File: src/rtl/wordsync_rx_pkg.sv
package wordsync_rx_pkg;

    // One sample of the three serial lines
    typedef struct packed {
        logic clk;
        logic data;
        logic sync;
    } line_s;

    localparam int LINE_W = $bits(line_s);

    typedef enum logic [0:0] {
        FR_IDLE = 1'b0,
        FR_RUN  = 1'b1
    } fr_state_e;

    // Counter width able to hold the value n
    function automatic int cnt_width(input int n);
        return (n < 2) ? 1 : $clog2(n + 1);
    endfunction

endpackage

File: src/rtl/wordsync_rx_line_sync.sv
module wordsync_rx_line_sync #(
    parameter int W = 3
) (
    input  logic         clk,
    input  logic         rst,
    input  logic [W-1:0] raw_i,
    output logic [W-1:0] sync_o
);
    logic [W-1:0] meta_q;
    logic [W-1:0] stab_q;

    for (genvar g = 0; g < W; g++) begin : g_line
        always_ff @(posedge clk) begin
            if (rst) begin
                meta_q[g] <= 1'b0;
                stab_q[g] <= 1'b0;
            end else begin
                meta_q[g] <= raw_i[g];
                stab_q[g] <= meta_q[g];
            end
        end
    end

    assign sync_o = stab_q;
endmodule

File: src/rtl/wordsync_rx_edge_det.sv
module wordsync_rx_edge_det (
    input  logic clk,
    input  logic rst,
    input  logic lvl_i,
    output logic rise_o,
    output logic any_o
);
    logic prev_q;

    always_ff @(posedge clk) begin
        if (rst) prev_q <= 1'b0;
        else     prev_q <= lvl_i;
    end

    assign rise_o = lvl_i & ~prev_q;
    assign any_o  = lvl_i ^ prev_q;
endmodule

File: src/rtl/wordsync_rx_framer.sv
module wordsync_rx_framer
    import wordsync_rx_pkg::*;
#(
    parameter int WORD_BITS = 32,
    parameter int GAP_BIT   = 8
) (
    input  logic                 clk,
    input  logic                 rst,
    input  logic                 rise_i,
    input  logic                 data_i,
    input  logic                 sync_i,
    output logic [WORD_BITS-1:0] word_o,
    output logic                 valid_o,
    output logic                 err_o
);
    localparam int CW = cnt_width(WORD_BITS);
    localparam logic [CW-1:0] GAP_AT  = CW'(GAP_BIT);
    localparam logic [CW-1:0] LAST_AT = CW'(WORD_BITS);

    fr_state_e            state_q;
    logic                 armed_q;
    logic                 gap_q;
    logic [CW-1:0]        cnt_q;
    logic [WORD_BITS-1:0] shift_q;
    logic [WORD_BITS-1:0] word_q;
    logic                 valid_q;
    logic                 err_q;

    always_ff @(posedge clk) begin
        if (rst) begin
            state_q <= FR_IDLE;
            armed_q <= 1'b0;
            gap_q   <= 1'b0;
            cnt_q   <= '0;
            shift_q <= '0;
            word_q  <= '0;
            valid_q <= 1'b0;
            err_q   <= 1'b0;
        end else begin
            valid_q <= 1'b0;
            err_q   <= 1'b0;
            case (state_q)
                FR_IDLE: begin
                    if (!sync_i) begin
                        armed_q <= 1'b1;
                    end else if (armed_q && rise_i) begin
                        shift_q <= {shift_q[WORD_BITS-2:0], data_i};
                        cnt_q   <= CW'(1);
                        gap_q   <= 1'b0;
                        armed_q <= 1'b0;
                        state_q <= FR_RUN;
                    end
                end
                default: begin
                    if (!sync_i) begin
                        if (cnt_q == GAP_AT && !rise_i) begin
                            gap_q <= 1'b1;
                        end else if (cnt_q == LAST_AT) begin
                            word_q  <= shift_q;
                            valid_q <= 1'b1;
                            state_q <= FR_IDLE;
                        end else begin
                            err_q   <= 1'b1;
                            state_q <= FR_IDLE;
                        end
                    end else if (rise_i) begin
                        if (cnt_q == LAST_AT || (cnt_q == GAP_AT && !gap_q)) begin
                            err_q   <= 1'b1;
                            state_q <= FR_IDLE;
                        end else begin
                            shift_q <= {shift_q[WORD_BITS-2:0], data_i};
                            cnt_q   <= cnt_q + CW'(1);
                        end
                    end
                end
            endcase
        end
    end

    assign word_o  = word_q;
    assign valid_o = valid_q;
    assign err_o   = err_q;


    valid_err_excl_chk: assert property (@(posedge clk) disable iff (rst)
        !(valid_o && err_o));


    valid_pulse_chk: assert property (@(posedge clk) disable iff (rst)
        valid_o |=> !valid_o);


    err_pulse_chk: assert property (@(posedge clk) disable iff (rst)
        err_o |=> !err_o);


    word_hold_chk: assert property (@(posedge clk) disable iff (rst)
        (word_o != $past(word_o)) |-> valid_o);
endmodule

File: src/rtl/wordsync_rx_clk_watchdog.sv
module wordsync_rx_clk_watchdog
    import wordsync_rx_pkg::*;
#(
    parameter int WD_LIMIT = 80000
) (
    input  logic clk,
    input  logic rst,
    input  logic edge_i,
    output logic lost_o
);
    localparam int WW = cnt_width(WD_LIMIT);
    localparam logic [WW-1:0] LIM = WW'(WD_LIMIT);

    logic [WW-1:0] idle_q;

    always_ff @(posedge clk) begin
        if (rst)              idle_q <= '0;
        else if (edge_i)      idle_q <= '0;
        else if (idle_q != LIM) idle_q <= idle_q + WW'(1);
    end

    assign lost_o = (idle_q == LIM);


    edge_clears_chk: assert property (@(posedge clk) disable iff (rst)
        edge_i |=> !lost_o);


    lost_hold_chk: assert property (@(posedge clk) disable iff (rst)
        (lost_o && !edge_i) |=> lost_o);
endmodule

File: src/rtl/wordsync_rx.sv
module wordsync_rx
    import wordsync_rx_pkg::*;
#(
    parameter int WORD_BITS = 32,
    parameter int GAP_BIT   = 8,
    parameter int WD_LIMIT  = 80000
) (
    input  logic                 clk,
    input  logic                 rst,
    input  logic                 bclk_i,
    input  logic                 bdata_i,
    input  logic                 bsync_i,
    output logic [WORD_BITS-1:0] word_o,
    output logic                 word_valid_o,
    output logic                 frame_err_o,
    output logic                 clk_lost_o
);
    line_s raw;
    line_s lines;
    logic [LINE_W-1:0] lines_vec;
    logic bclk_rise;
    logic bclk_edge;

    assign raw = '{clk: bclk_i, data: bdata_i, sync: bsync_i};

    wordsync_rx_line_sync #(.W(LINE_W)) u_sync (
        .clk    (clk),
        .rst    (rst),
        .raw_i  (raw),
        .sync_o (lines_vec)
    );

    assign lines = line_s'(lines_vec);

    wordsync_rx_edge_det u_edge (
        .clk    (clk),
        .rst    (rst),
        .lvl_i  (lines.clk),
        .rise_o (bclk_rise),
        .any_o  (bclk_edge)
    );

    wordsync_rx_framer #(
        .WORD_BITS (WORD_BITS),
        .GAP_BIT   (GAP_BIT)
    ) u_framer (
        .clk     (clk),
        .rst     (rst),
        .rise_i  (bclk_rise),
        .data_i  (lines.data),
        .sync_i  (lines.sync),
        .word_o  (word_o),
        .valid_o (word_valid_o),
        .err_o   (frame_err_o)
    );

    wordsync_rx_clk_watchdog #(.WD_LIMIT(WD_LIMIT)) u_wd (
        .clk    (clk),
        .rst    (rst),
        .edge_i (bclk_edge),
        .lost_o (clk_lost_o)
    );
endmodule

File: config.mk
export PLATFORM = sky130hd
export DESIGN_NAME = wordsync_rx
export DESIGN_NICKNAME = d
export VERILOG_FILES = /design/src/rtl/wordsync_rx_pkg.sv /design/src/rtl/wordsync_rx_line_sync.sv /design/src/rtl/wordsync_rx_edge_det.sv /design/src/rtl/wordsync_rx_framer.sv /design/src/rtl/wordsync_rx_clk_watchdog.sv /design/src/rtl/wordsync_rx.sv
export SDC_FILE = /design/constraint.sdc
export NUM_CORES = 1
export LEC_CHECK = 0
export ABC_AREA = 0
export BUFFER_PORTS_ARGS = -buffer_cell sky130_fd_sc_hd__buf_2
export CAP_MARGIN = 20
export CORE_AREA = 2 2 92 94
export DETAILED_ROUTE_END_ITERATION = 10
export DIE_AREA = 0 0 94 96
export HOLD_SLACK_MARGIN = 0.08
export MAX_ROUTING_LAYER = met4
export PLACE_DENSITY = 0.73
export SLEW_MARGIN = 30
export SYNTH_ARGS = -nofsm -noshare
export SYNTH_HDL_FRONTEND = slang
export SYNTH_HIERARCHICAL = 1
export SYNTH_SLANG_ARGS = --single-unit
File: constraint.sdc
create_clock -name clk -period 1.8 [get_ports clk]
set_clock_uncertainty 0.2 [all_clocks]
set_input_delay 0.27 -clock clk [delete_from_list [all_inputs] [get_ports clk]]
set_output_delay 0.27 -clock clk [all_outputs]
set_load 0.005 [all_outputs]
==> summary.txt, run 1 <==
Run status
  • Status: finished, violations left
  • Violations in the final reports: negative setup slack

Timing
  • Final hold slack: about 240 ps
  • Final Hold Fails: 0
  • Setup-violating endpoint count in the final report: 3
  • Unrepaired setup endpoints after global routing: true
  • Relative slew slack: 53.9%
  • Post-route fraction of the period consumed by the critical path: 114%
  • Smallest setup slack after layout: -260 ps
  • Maximum achievable frequency: a little under 0.5 GHz
  • Transition time at the pin with the least slew margin: roughly 700 ps
  • Post-layout min period: ~2100 ps
  • Number of pins exceeding their max-slew limit in the final report: 0

Power and ir drop
  • Cell area power density: ~760 nW/um2
  • Largest voltage drop on the vdd net: 0.338 mV
  • Reported leakage power: roughly 1.9 nW
  • Design Power: just under 0.004 W

Clock network
  • Max clock buf depth: 2
  • Clock tree from TritonCTS: built
  • TritonCTS Buffers: 9
  • Sinks on Clock Net: between 90 and 100
  • Clock insertion delay at the later pin of the skew report: approximately 370 ps
  • Total number of H-tree levels: 3
  • Root buffer selected by CTS: sky130_fd_sc_hd__clkbuf_8
  • Clock edge transition at the registers on the reported setup and hold paths: roughly 90 ps

Drt
  • Vias per inst: about 5.5
  • Post-DR wirelength/cell: 13.9 um
  • Wl on met1: approximately 4000 um
  • Met3 routed wirelength: ~350 um
  • DR iter-0 viols: 189
  • Total iterations of the first detailed-routing run: 5
  • Met2 wire len: 4530 um
  • Detail Route Antenna Nets: 0
  • Highest metal layer with signal wires: met4
  • Detailed-route wire length: ~9000 um
  • DR DRC count: 0
  • Via Count: between 3k and 4k

Yosys
  • Sequential fraction of the synthesis area: 48.9%
  • Share of async-settable or async-resettable flops after synthesis: 0%
  • Unique masters post-synth: 56
  • Flip-flop cell with the highest count after synthesis: sky130_fd_sc_hd__dfxtp_1
  • Number of synthesized flops with an enable pin: 0
  • Biggest area consumer among synthesized cells: sky130_fd_sc_hd__dfxtp_1
  • Net count after synthesis: between 400 and 500
  • Number of register bits inferred by synthesis: between 90 and 100
  • Combined area of all synthesized cells: a little over 4000 um2
  • Post-Syn Area per Cell: around 8.5 um2
  • Area share of the largest cell type after synthesis: between 40 and 50%
  • Biggest area contributors in the synthesized netlist: sky130_fd_sc_hd__dfxtp_1, sky130_fd_sc_hd__a21oi_1, sky130_fd_sc_hd__nand2_1
  • Synth Instances: 478
  • Yosys warning total: 6

Cells and area
  • Most frequent standard cell in the layout excluding fill and tap cells: sky130_fd_sc_hd__dfxtp_1
  • Antenna diodes: 0
  • Layout-stage area growth over the synthesis result: 26.0%
  • Top library cells by usage in the layout, fill and taps aside: sky130_fd_sc_hd__dfxtp_1, sky130_fd_sc_hd__nand2_1, sky130_fd_sc_hd__a21oi_1
  • Post-layout nets: ~550
  • Layout cells sized above 1: roughly 29%
  • Finished Layout Cells: around 650
  • Post-route cell area: 5110 um2

Min path
  • Hold Crit Class: flop to flop

Die
  • Placeable Area: 8050 um2
  • I/O pin cnt: 40
  • Starting density of the core: 50.3%
  • Number of rows created at floorplan: 33
  • Area enclosed by the die boundary: roughly 9000 um2
  • Die outline height: 96 um
  • Die Width: 94 um

Placement
  • RePlAce Congestion: 0.861
  • Port Buf Inserts: 39
  • Area after DPL: approximately 4500 um2
  • Post-Place Cells: between 600 and 700
  • HPWL after DPL: between 5000 and 6000 um

GRT
  • Total overflow reported by the global router: 0
  • Initial antenna violation count: 0
  • All-layer global routing usage: 20.6%
  • Pin count of the biggest net entering global routing: 68
  • First-pass GRT wire length: 14,600 um
  • Via count of the first global-routing pass: around 3.2k

Critical path
  • Type of element launching the critical path: flop
  • Crit path max fanout: 2
  • Required time of the critical path: ~1300 ps
  • Critical path type: flop to primary output
  • Data arrival, critical path: 1590 ps
  • Critical Path End Type: primary output

Run
  • Max Cap Viol: 0
## layout make-up
class	instances	area [um2]
fillers	708	2940
clock inverters	6	90.1
well taps	105	131
clock buffers	9	124
repair buffers	90	717
multi-input cells	333	2010
flip-flops and latches	99	2000
inverters	10	37.5
## Yosys cell counts (5+ instances only)
cell type / instances
sky130_fd_sc_hd__nor2b_1: 6
sky130_fd_sc_hd__a21oi_1: 71
sky130_fd_sc_hd__buf_6: 8
sky130_fd_sc_hd__o21ai_0: 24
sky130_fd_sc_hd__buf_2: 9
sky130_fd_sc_hd__xnor2_1: 6
sky130_fd_sc_hd__o21ai_1: 15
sky130_fd_sc_hd__inv_1: 10
sky130_fd_sc_hd__xor2_1: 5
sky130_fd_sc_hd__nor2_1: 22
sky130_fd_sc_hd__ha_1: 5
sky130_fd_sc_hd__nand3_1: 40
sky130_fd_sc_hd__dfxtp_1: 99
sky130_fd_sc_hd__clkbuf_1: 14
sky130_fd_sc_hd__nand2_1: 80
## through the flow
step / util (%) / worst slack, ps / setup TNS [ps]
floorplan: - / 14.0 / 0
global placement: 56.0 / -34.9 / -51.8
global route: 63.5 / -331 / -1110
detailed placement: 56.0 / -42.6 / -52.4
CTS: 60.2 / -396 / -632
finish: 63.5 / -260 / -323
## final timing paths
| path | from | end | slack (ps) | depth (start not counted) |
|---|---|---|---|---|
| setup / recovery | u_wd/idle_q[14] | clk_lost_o | -260 | 4 |
| hold / removal | u_sync/meta_q[0] | u_sync/sync_o[0] | 240 | 1 |
| setup reg to reg | u_wd/idle_q[14] | u_wd/idle_q[0] | -50 | 5 |
| hold reg to reg | u_sync/meta_q[0] | u_sync/sync_o[0] | 240 | 1 |
## flip-flops by register name, indices dropped and copies added, names as in the netlist
register,count
u_edge/prev_q,1
u_framer/cnt_q,6
u_framer/state_q,1
u_framer/armed_q,1
u_sync/sync_o,3
u_sync/meta_q,3
u_framer/valid_o,1
u_framer/gap_q,1
u_wd/idle_q,17
u_framer/word_o,32
u_framer/shift_q,32
u_framer/err_o,1
## power by group
part / internal, W / switching (W)
Clock: 0.000780 / 0.000756
Sequential: 0.00220 / 0.0000121
Combinational: 0.0000432 / 0.0000726
Total: 0.00303 / 0.000841
## metal layers
metal  vias to the layer above  global-route usage (%)
met3                        11                    4.54
li1                       1782                       -
met5                         -                       -
met2                        79                    33.4
met1                      1682                    25.5
met4                         0                    7.37
## timing repair
| action | in CTS | in global routing |
|---|---|---|
| cloned | 1 | 3 |
| hold buffers | 4 | 0 |
| endpoints found under the setup margin | 6 | 59 |
| buffers inserted | 3 | 6 |
| pin swaps | 2 | 37 |
| endpoints found under the hold margin | 6 | 0 |
| resized for setup | 7 | 64 |
## logic make-up after synthesis
family / after synthesis / synth area share, %
simple gates: 186 / 22.9
compound gates: 129 / 17.7
flops: 99 / 48.9
buf+inv: 46 / 6.08
xor+xnor: 11 / 2.38
fa+ha+maj: 5 / 1.54
mux: 2 / 0.525
## critical path, cell delays in order, from the launching register on
cell,delay [ps]
sky130_fd_sc_hd__dfxtp_2,340
sky130_fd_sc_hd__nor4_4,280
sky130_fd_sc_hd__nand3_2,120
sky130_fd_sc_hd__nor4_4,330
sky130_fd_sc_hd__buf_2,160
Power figures use the tool's default switching activity.
==> inputs of run 2 (changes only) <==
CORE_AREA = 2 2 101 84   (was 2 2 92 94)
DIE_AREA = 0 0 103 86   (was 0 0 94 96)
SYNTH_HIERARCHICAL = unset   (was 1)
TNS_END_PERCENT = 30   (was unset)
==> summary.txt, run 2 <==
GRT
  • Via count of the first global-routing pass: between 3k and 4k
  • First-pass GRT wire length: 14,300 um
  • Met1 track demand over resource: between 20 and 30%
  • Initial antenna violation count: 0
  • All-layer global routing usage: approximately a fifth
  • GRT busiest layer: met2
  • Global-route met2 utilization: around 32%
  • Routing usage on met3: 5.70%
  • Pin count of the biggest net entering global routing: 38
  • Total overflow reported by the global router: 0

Drt
  • Detail Route Antenna Nets: 0
  • DR DRC count: 0
  • Via Count: between 3k and 4k
  • Post-DR wirelength/cell: 13.4 um
  • Total iterations of the first detailed-routing run: 5
  • DR iter-0 viols: between 100 and 150
  • Detailed-route wire length: 8430 um
  • Vias per inst: between 5 and 6

Cells and area
  • Post-route cell area: 4830 um2
  • Top library cells by usage in the layout, fill and taps aside: sky130_fd_sc_hd__dfxtp_1, sky130_fd_sc_hd__nand2_1, sky130_fd_sc_hd__a21oi_1
  • Layout-stage area growth over the synthesis result: 20.9%
  • Finished Layout Cells: 630
  • Post-layout nets: 527
  • Most frequent standard cell in the layout excluding fill and tap cells: sky130_fd_sc_hd__dfxtp_1
  • FILL cells: between 700 and 800
  • Layout cells sized above 1: 23.2%
  • Antenna diodes: 0

Yosys
  • Yosys warning total: 0
  • Commonest cells in the synthesized netlist: sky130_fd_sc_hd__dfxtp_1, sky130_fd_sc_hd__nand2_1, sky130_fd_sc_hd__a21oi_1
  • Number of register bits inferred by synthesis: between 90 and 100
  • Unique masters post-synth: 42
  • Share of async-settable or async-resettable flops after synthesis: 0%
  • Post-Syn Area per Cell: 8.76 um2
  • Combined area of all synthesized cells: between 3000 and 4000 um2
  • Area share of the largest cell type after synthesis: 49.6%
  • Sequential fraction of the synthesis area: approximately half
  • Most used standard cell by instance count after synthesis: sky130_fd_sc_hd__dfxtp_1
  • Synth Instances: 456
  • Biggest area consumer among synthesized cells: sky130_fd_sc_hd__dfxtp_1
  • Flip-flop cell with the highest count after synthesis: sky130_fd_sc_hd__dfxtp_1
  • Biggest area contributors in the synthesized netlist: sky130_fd_sc_hd__dfxtp_1, sky130_fd_sc_hd__a21oi_1, sky130_fd_sc_hd__nand2_1
  • Net count after synthesis: ~470
  • Number of synthesized flops with an enable pin: 0

Clock network
  • Clock edge transition at the registers on the reported setup and hold paths: 100 ps
  • Clock tree from TritonCTS: built
  • Root buffer selected by CTS: sky130_fd_sc_hd__clkbuf_8
  • Clock insertion delay at the later pin of the skew report: between 300 and 400 ps
  • Sinks on Clock Net: slightly below 100
  • Max clock buf depth: 2
  • Total number of H-tree levels: 3
  • TritonCTS Buffers: 9

Placement
  • HPWL after DPL: roughly 5400 um
  • Port Buf Inserts: 39
  • RePlAce Congestion: between 0.8 and 0.9
  • Post-Place Cells: around 600
  • Area after DPL: 4420 um2

Critical path
  • Setup slack of the most critical reg-to-reg path: ~30 ps
  • Crit path max fanout: 2
  • Critical Path End Type: primary output
  • Required time of the critical path: between 1000 and 1500 ps
  • Type of element launching the critical path: flop
  • Critical path type: flop to primary output
  • Data arrival, critical path: between 1000 and 1500 ps

Die
  • Placeable Area: 7760 um2
  • Number of rows created at floorplan: 29
  • Die Width: a little over 100 um
  • Area enclosed by the die boundary: a little under 9000 um2
  • Die outline height: approximately 86 um
  • I/O pin cnt: 40
  • Starting density of the core: between 50 and 60%

Power and ir drop
  • Reported leakage power: ~1.8 nW
  • Cell area power density: approximately 800 nW/um2
  • Largest voltage drop on the vdd net: between 0.5 and 0.6 mV

Run status
  • Violations in the final reports: negative setup slack
  • Status: finished, violations left

Run
  • Max Cap Viol: 0

Timing
  • Total negative slack: -130 ps
  • Maximum achievable frequency: 0.518 GHz
  • Final Hold Fails: 0
  • Smallest setup slack after layout: -130 ps
  • Unrepaired setup endpoints after global routing: true
  • Post-route fraction of the period consumed by the critical path: 107%
  • Relative slew slack: around three fifths
  • Transition time at the pin with the least slew margin: roughly 600 ps
  • Post-layout min period: 1930 ps
  • Setup-violating endpoint count in the final report: 1
  • Number of pins exceeding their max-slew limit in the final report: 0

Min path
  • Hold Crit Class: primary input to flop
-- run 2: changes by cell type after synthesis, sizes merged, moves of 12 or more --
cell / delta
nand2b: +16
nand3: -16
mux2i: +15
o21ai: -13
a21oi: -12
-- run 2: logic make-up (layout without fill, tap and decap cells) --
kind of cell	after synthesis	in the layout	synth area share (%)
and+or+nand+nor	186	186	23.7
xor gates and xnor gates	11	11	2.41
buffers and inverters	39	105	5.01
AOI/OAI and AO/OA	100	100	13.6
DFF	99	99	49.6
adders and majority gates	5	5	1.57
muxes	16	16	4.01
-- run 2: area by class of cell --
type | count | area, um2 | area share, %
timing repair buffer | 82 | 557 | 11.5
clock buffer | 12 | 135 | 2.80
multi-input combinational | 318 | 1900 | 39.4
sequential | 99 | 2000 | 41.4
tap | 108 | 135 | 2.80
clock inverter | 4 | 73.8 | 1.53
inverter | 7 | 26.3 | 0.544
-- run 2: power by group --
part	switching (W)	internal, W
Sequential	0.00000865	0.00220
Combinational	0.0000717	0.0000621
Clock	0.000733	0.000788
Total	0.000814	0.00305
-- run 2: critical path: stages, from the launching register on --
cell and delay [ps]:
sky130_fd_sc_hd__dfxtp_2 340, sky130_fd_sc_hd__inv_2 70, sky130_fd_sc_hd__ha_4 110, sky130_fd_sc_hd__nor4b_4 190, sky130_fd_sc_hd__nand4_1 160, sky130_fd_sc_hd__nor2_1 110, sky130_fd_sc_hd__buf_2 110
-- run 2: path summary, 6_finish.rpt --
kind                                         from           endpoint  depth (start not counted)
worst min register to register   u_sync.meta_q[2]   u_sync.sync_o[2]                          1
worst max register to register  u_framer.cnt_q[1]  u_framer.cnt_q[2]                          6
worst min-delay path                          rst     u_framer.err_o                          4
worst max-delay path               u_wd.idle_q[0]         clk_lost_o                          6
-- run 2: per-stage QoR --
step	power [W]	setup slack, ps	util, %	hold slack (ps)
3_5_place_dp	0.00236	-131	56.9	232
4_1_cts	0.00390	-154	61.2	99.6
5_1_grt	0.00403	-240	62.1	110
2_1_floorplan	0.00233	-34.0	-	198
3_3_place_gp	0.00236	-45.1	56.9	221
6_report	0.00387	-130	62.1	116
-- run 2: layer usage --
metal  wire length [um]  part of all wire (%)
met4                 99                   1.2
met5                  0                     0
met3                364                   4.3
met1               4090                    49
met2               3870                    46
-- run 2: repair_timing --
| action | 4_1_cts | 5_1_grt |
|---|---|---|
| resized for setup | 11 | 24 |
| pin swaps | 4 | 5 |
| cloned | 0 | 1 |
| buffers inserted | 5 | 2 |
| hold buffers | 3 | 0 |
| setup endpoints to repair | 20 | 54 |
| endpoints found under the hold margin | 3 | 0 |
==> inputs of run 3 (changes only) <==
--- a/config.mk
+++ b/config.mk
@@ -7,15 +7,16 @@
 export LEC_CHECK = 0
 export ABC_AREA = 0
-export BUFFER_PORTS_ARGS = -buffer_cell sky130_fd_sc_hd__buf_2
 export CAP_MARGIN = 20
-export CORE_AREA = 2 2 101 84
+export CORE_AREA = 2 2 99 82
 export DETAILED_ROUTE_END_ITERATION = 10
-export DIE_AREA = 0 0 103 86
+export DIE_AREA = 0 0 101 84
+export DONT_BUFFER_PORTS = 1
 export HOLD_SLACK_MARGIN = 0.08
 export MAX_ROUTING_LAYER = met4
-export PLACE_DENSITY = 0.73
+export PLACE_DENSITY = 0.72
 export SLEW_MARGIN = 30
 export SYNTH_ARGS = -nofsm -noshare
 export SYNTH_HDL_FRONTEND = slang
+export SYNTH_HIERARCHICAL = 1
 export SYNTH_SLANG_ARGS = --single-unit
 export TNS_END_PERCENT = 30
==> constraint.sdc (replaced) <==
create_clock -name clk -period 1.8 [get_ports clk]
set_clock_uncertainty 0.2 [all_clocks]
set_input_delay 0.27 -clock clk [delete_from_list [all_inputs] [get_ports clk]]
set_output_delay 0.27 -clock clk [all_outputs]
set_load 0.02 [all_outputs]
==> summary.txt, run 3 (synthesis results as in run 1) <==
Run status
  • Status: finished, violations left
  • Violations in the final reports: negative hold slack, negative setup slack

Timing
  • Unrepaired setup endpoints after global routing: true
  • Relative slew slack: approximately three quarters
  • Final Hold Fails: 75
  • Number of pins exceeding their max-slew limit in the final report: 0
  • Maximum achievable frequency: between 0.4 and 0.5 GHz
  • Smallest setup slack after layout: -324 ps
  • Post-layout min period: 2120 ps
  • Final hold slack: -218 ps
  • Setup-violating endpoint count in the final report: 7
  • Transition time at the pin with the least slew margin: roughly 390 ps
  • Post-route fraction of the period consumed by the critical path: 118%

Critical path
  • Crit path max fanout: 8
  • Critical register-to-register path endpoint: u_framer/shift_q[13]
  • Data arrival, critical path: roughly 1700 ps
  • Beginning of the worst register-to-register path: u_framer/cnt_q[3]
  • Register-to-Register Path Depth: 5
  • Type of element launching the critical path: flop
  • Setup slack of the most critical reg-to-reg path: -60 ps
  • Critical path type: flop to primary output
  • Required time of the critical path: 1330 ps
  • Critical Path End Type: primary output

GRT
  • Via count of the first global-routing pass: slightly above 3k
  • All-layer global routing usage: roughly a fifth
  • Pin count of the biggest net entering global routing: 87
  • Initial antenna violation count: 0
  • Global-route met2 utilization: about a third
  • GRT busiest layer: met2
  • Met1 track demand over resource: 26.5%
  • Total overflow reported by the global router: 0
  • First-pass GRT wire length: about 14,000 um
  • Routing usage on met3: 5.44%

Min path
  • Hold Path Origin: rst
  • Hold Crit Endpoint: u_framer/cnt_q[2]
  • Worst hold path depth: 1
  • Hold Crit Class: primary input to flop

Cells and area
  • FILL cells: 639
  • Layout-stage area growth over the synthesis result: 19.8%
  • Most frequent standard cell in the layout excluding fill and tap cells: sky130_fd_sc_hd__dfxtp_1
  • Area of combinational cells with multiple inputs: 1940 um2
  • Layout cells sized above 1: approximately a fifth
  • Post-layout nets: 515
  • Register area: between 1500 and 2000 um2
  • Top library cells by usage in the layout, fill and taps aside: sky130_fd_sc_hd__dfxtp_1, sky130_fd_sc_hd__nand2_1, sky130_fd_sc_hd__a21oi_1
  • Antenna diodes: 0

Clock network
  • Max clock buf depth: 2
  • Clock edge transition at the registers on the reported setup and hold paths: approximately 100 ps
  • TritonCTS Buffers: 9
  • Clock tree from TritonCTS: built
  • Sinks on Clock Net: 99
  • CTS Hold Buffers Added: 9
  • Root buffer selected by CTS: sky130_fd_sc_hd__clkbuf_8
  • Clock insertion delay at the later pin of the skew report: ~360 ps
  • Total number of H-tree levels: 3

Die
  • I/O pin cnt: 40
  • Starting density of the core: between 50% and 60%
  • Area enclosed by the die boundary: between 8000 and 9000 um2
  • Placeable Area: between 7000 and 8000 um2
  • Number of rows created at floorplan: 29
  • Die outline height: roughly 84 um
  • Die Width: 101 um

Drt
  • Detailed-route wire length: roughly 9300 um
  • DR DRC count: 0
  • DR iter-0 viols: 179
  • Total iterations of the first detailed-routing run: 5
  • Post-DR wirelength/cell: 15.4 um
  • Vias per inst: around 5.7
  • Detail Route Antenna Nets: 0
  • Via Count: roughly 3.5k

Power and ir drop
  • Internal Dissipation: approximately 0.0028 W
  • Power dissipated by switching net loads: approximately 0.00086 W
  • Comb pwr share: under 10%
  • Largest voltage drop on the vdd net: about 0.45 mV
  • Cell area power density: 756 nW/um2
  • Relative contribution of sequential cells to total power: about three fifths
  • Reported leakage power: approximately 1.7 nW
  • Switching fraction of total power: a little under a quarter
  • Clock group share of total power: a little under two fifths

Placement
  • RePlAce Congestion: around 0.84
  • Port Buf Inserts: 0
  • HPWL after DPL: roughly 5300 um
  • Dpl ws: -2.22 ps

Run
  • Max Cap Viol: 0
run 3: changes by cell type in the layout (fill, tap and decap cells not counted), sizes merged, moves of 6 or more:
cell / change
buf: -41
mux2i: -15
nand3: +16
xnor2: +6
o21ai: +13
a21oi: +12
dlygate4sd3: +6
xor2: -6
nand2b: -16
run 3: routing by layer:
| layer | up-vias | routed length (um) |
|---|---|---|
| met2 | 108 | 4460 |
| li1 | 1701 | - |
| met1 | 1633 | 4150 |
| met5 | - | 0 |
| met3 | 15 | 535 |
| met4 | 0 | 139 |
run 3: cell type report:
| class | instances | share of cell area [%] |
|---|---|---|
| Multi-Input combinational cell | 333 | 40.0 |
| Inverter | 10 | 0.773 |
| Tap cell | 93 | 2.40 |
| Sequential cell | 99 | 41.1 |
| Timing Repair Buffer | 52 | 11.7 |
| Clock buffer | 10 | 2.83 |
| Clock inverter | 6 | 1.26 |
run 3: metrics by stage:
| stage | power, W | TNS (ps) | area (um2) | utilization (%) | instances |
|---|---|---|---|---|---|
| finish | 0.00367 | -445 | 4860 | 63.8 | 603 |
| global route | 0.00383 | -2620 | 4860 | 63.8 | 603 |
| CTS | 0.00371 | -368 | 4570 | 60.0 | 594 |
| detailed placement | 0.00234 | -2.22 | 4280 | 56.1 | 569 |
| global placement | 0.00233 | 0 | 4280 | 56.1 | 569 |
| floorplan | 0.00233 | -99.6 | 4060 | - | 478 |
run 3: what timing repair did:
| action | CTS | global route |
|---|---|---|
| endpoints found under the hold margin | 84 | 76 |
| gates resized for setup | 2 | 39 |
| pin swaps | 2 | 33 |
| endpoints found under the setup margin | 3 | 75 |
| setup buffers | 0 | 4 |
| gates cloned | 0 | 5 |
run 3: worst max-delay path, stage by stage (launching register included):
cell and delay [ps]:
sky130_fd_sc_hd__dfxtp_1 390, sky130_fd_sc_hd__or4_4 520, sky130_fd_sc_hd__nor4_4 180, sky130_fd_sc_hd__buf_4 210
run 3: power by group through the flow:
stage / Combinational [W] / Clock, W / Sequential (W)
4_1_cts: 0.0000852 / 0.00141 / 0.00221
6_report: 0.0000904 / 0.00137 / 0.00221
5_1_grt: 0.000102 / 0.00151 / 0.00222
3_5_place_dp: 0.0000735 / 0 / 0.00226
3_3_place_gp: 0.0000713 / 0 / 0.00226
2_1_floorplan: 0.0000716 / 0 / 0.00226
run 3: how the worst max path moves through the flow:
stage / from / cells after the start / end / slack [ps]
global route: u_wd/idle_q[14] / 4 / clk_lost_o / -430
CTS: u_wd/idle_q[14] / 4 / clk_lost_o / -320
floorplan: u_wd/idle_q[15] / 3 / u_wd/idle_q[0] / -100
finish: u_wd/idle_q[2] / 3 / clk_lost_o / -320
global placement: u_wd/idle_q[10] / 4 / clk_lost_o / 50
detailed placement: u_wd/idle_q[0] / 5 / u_wd/idle_q[16] / -2
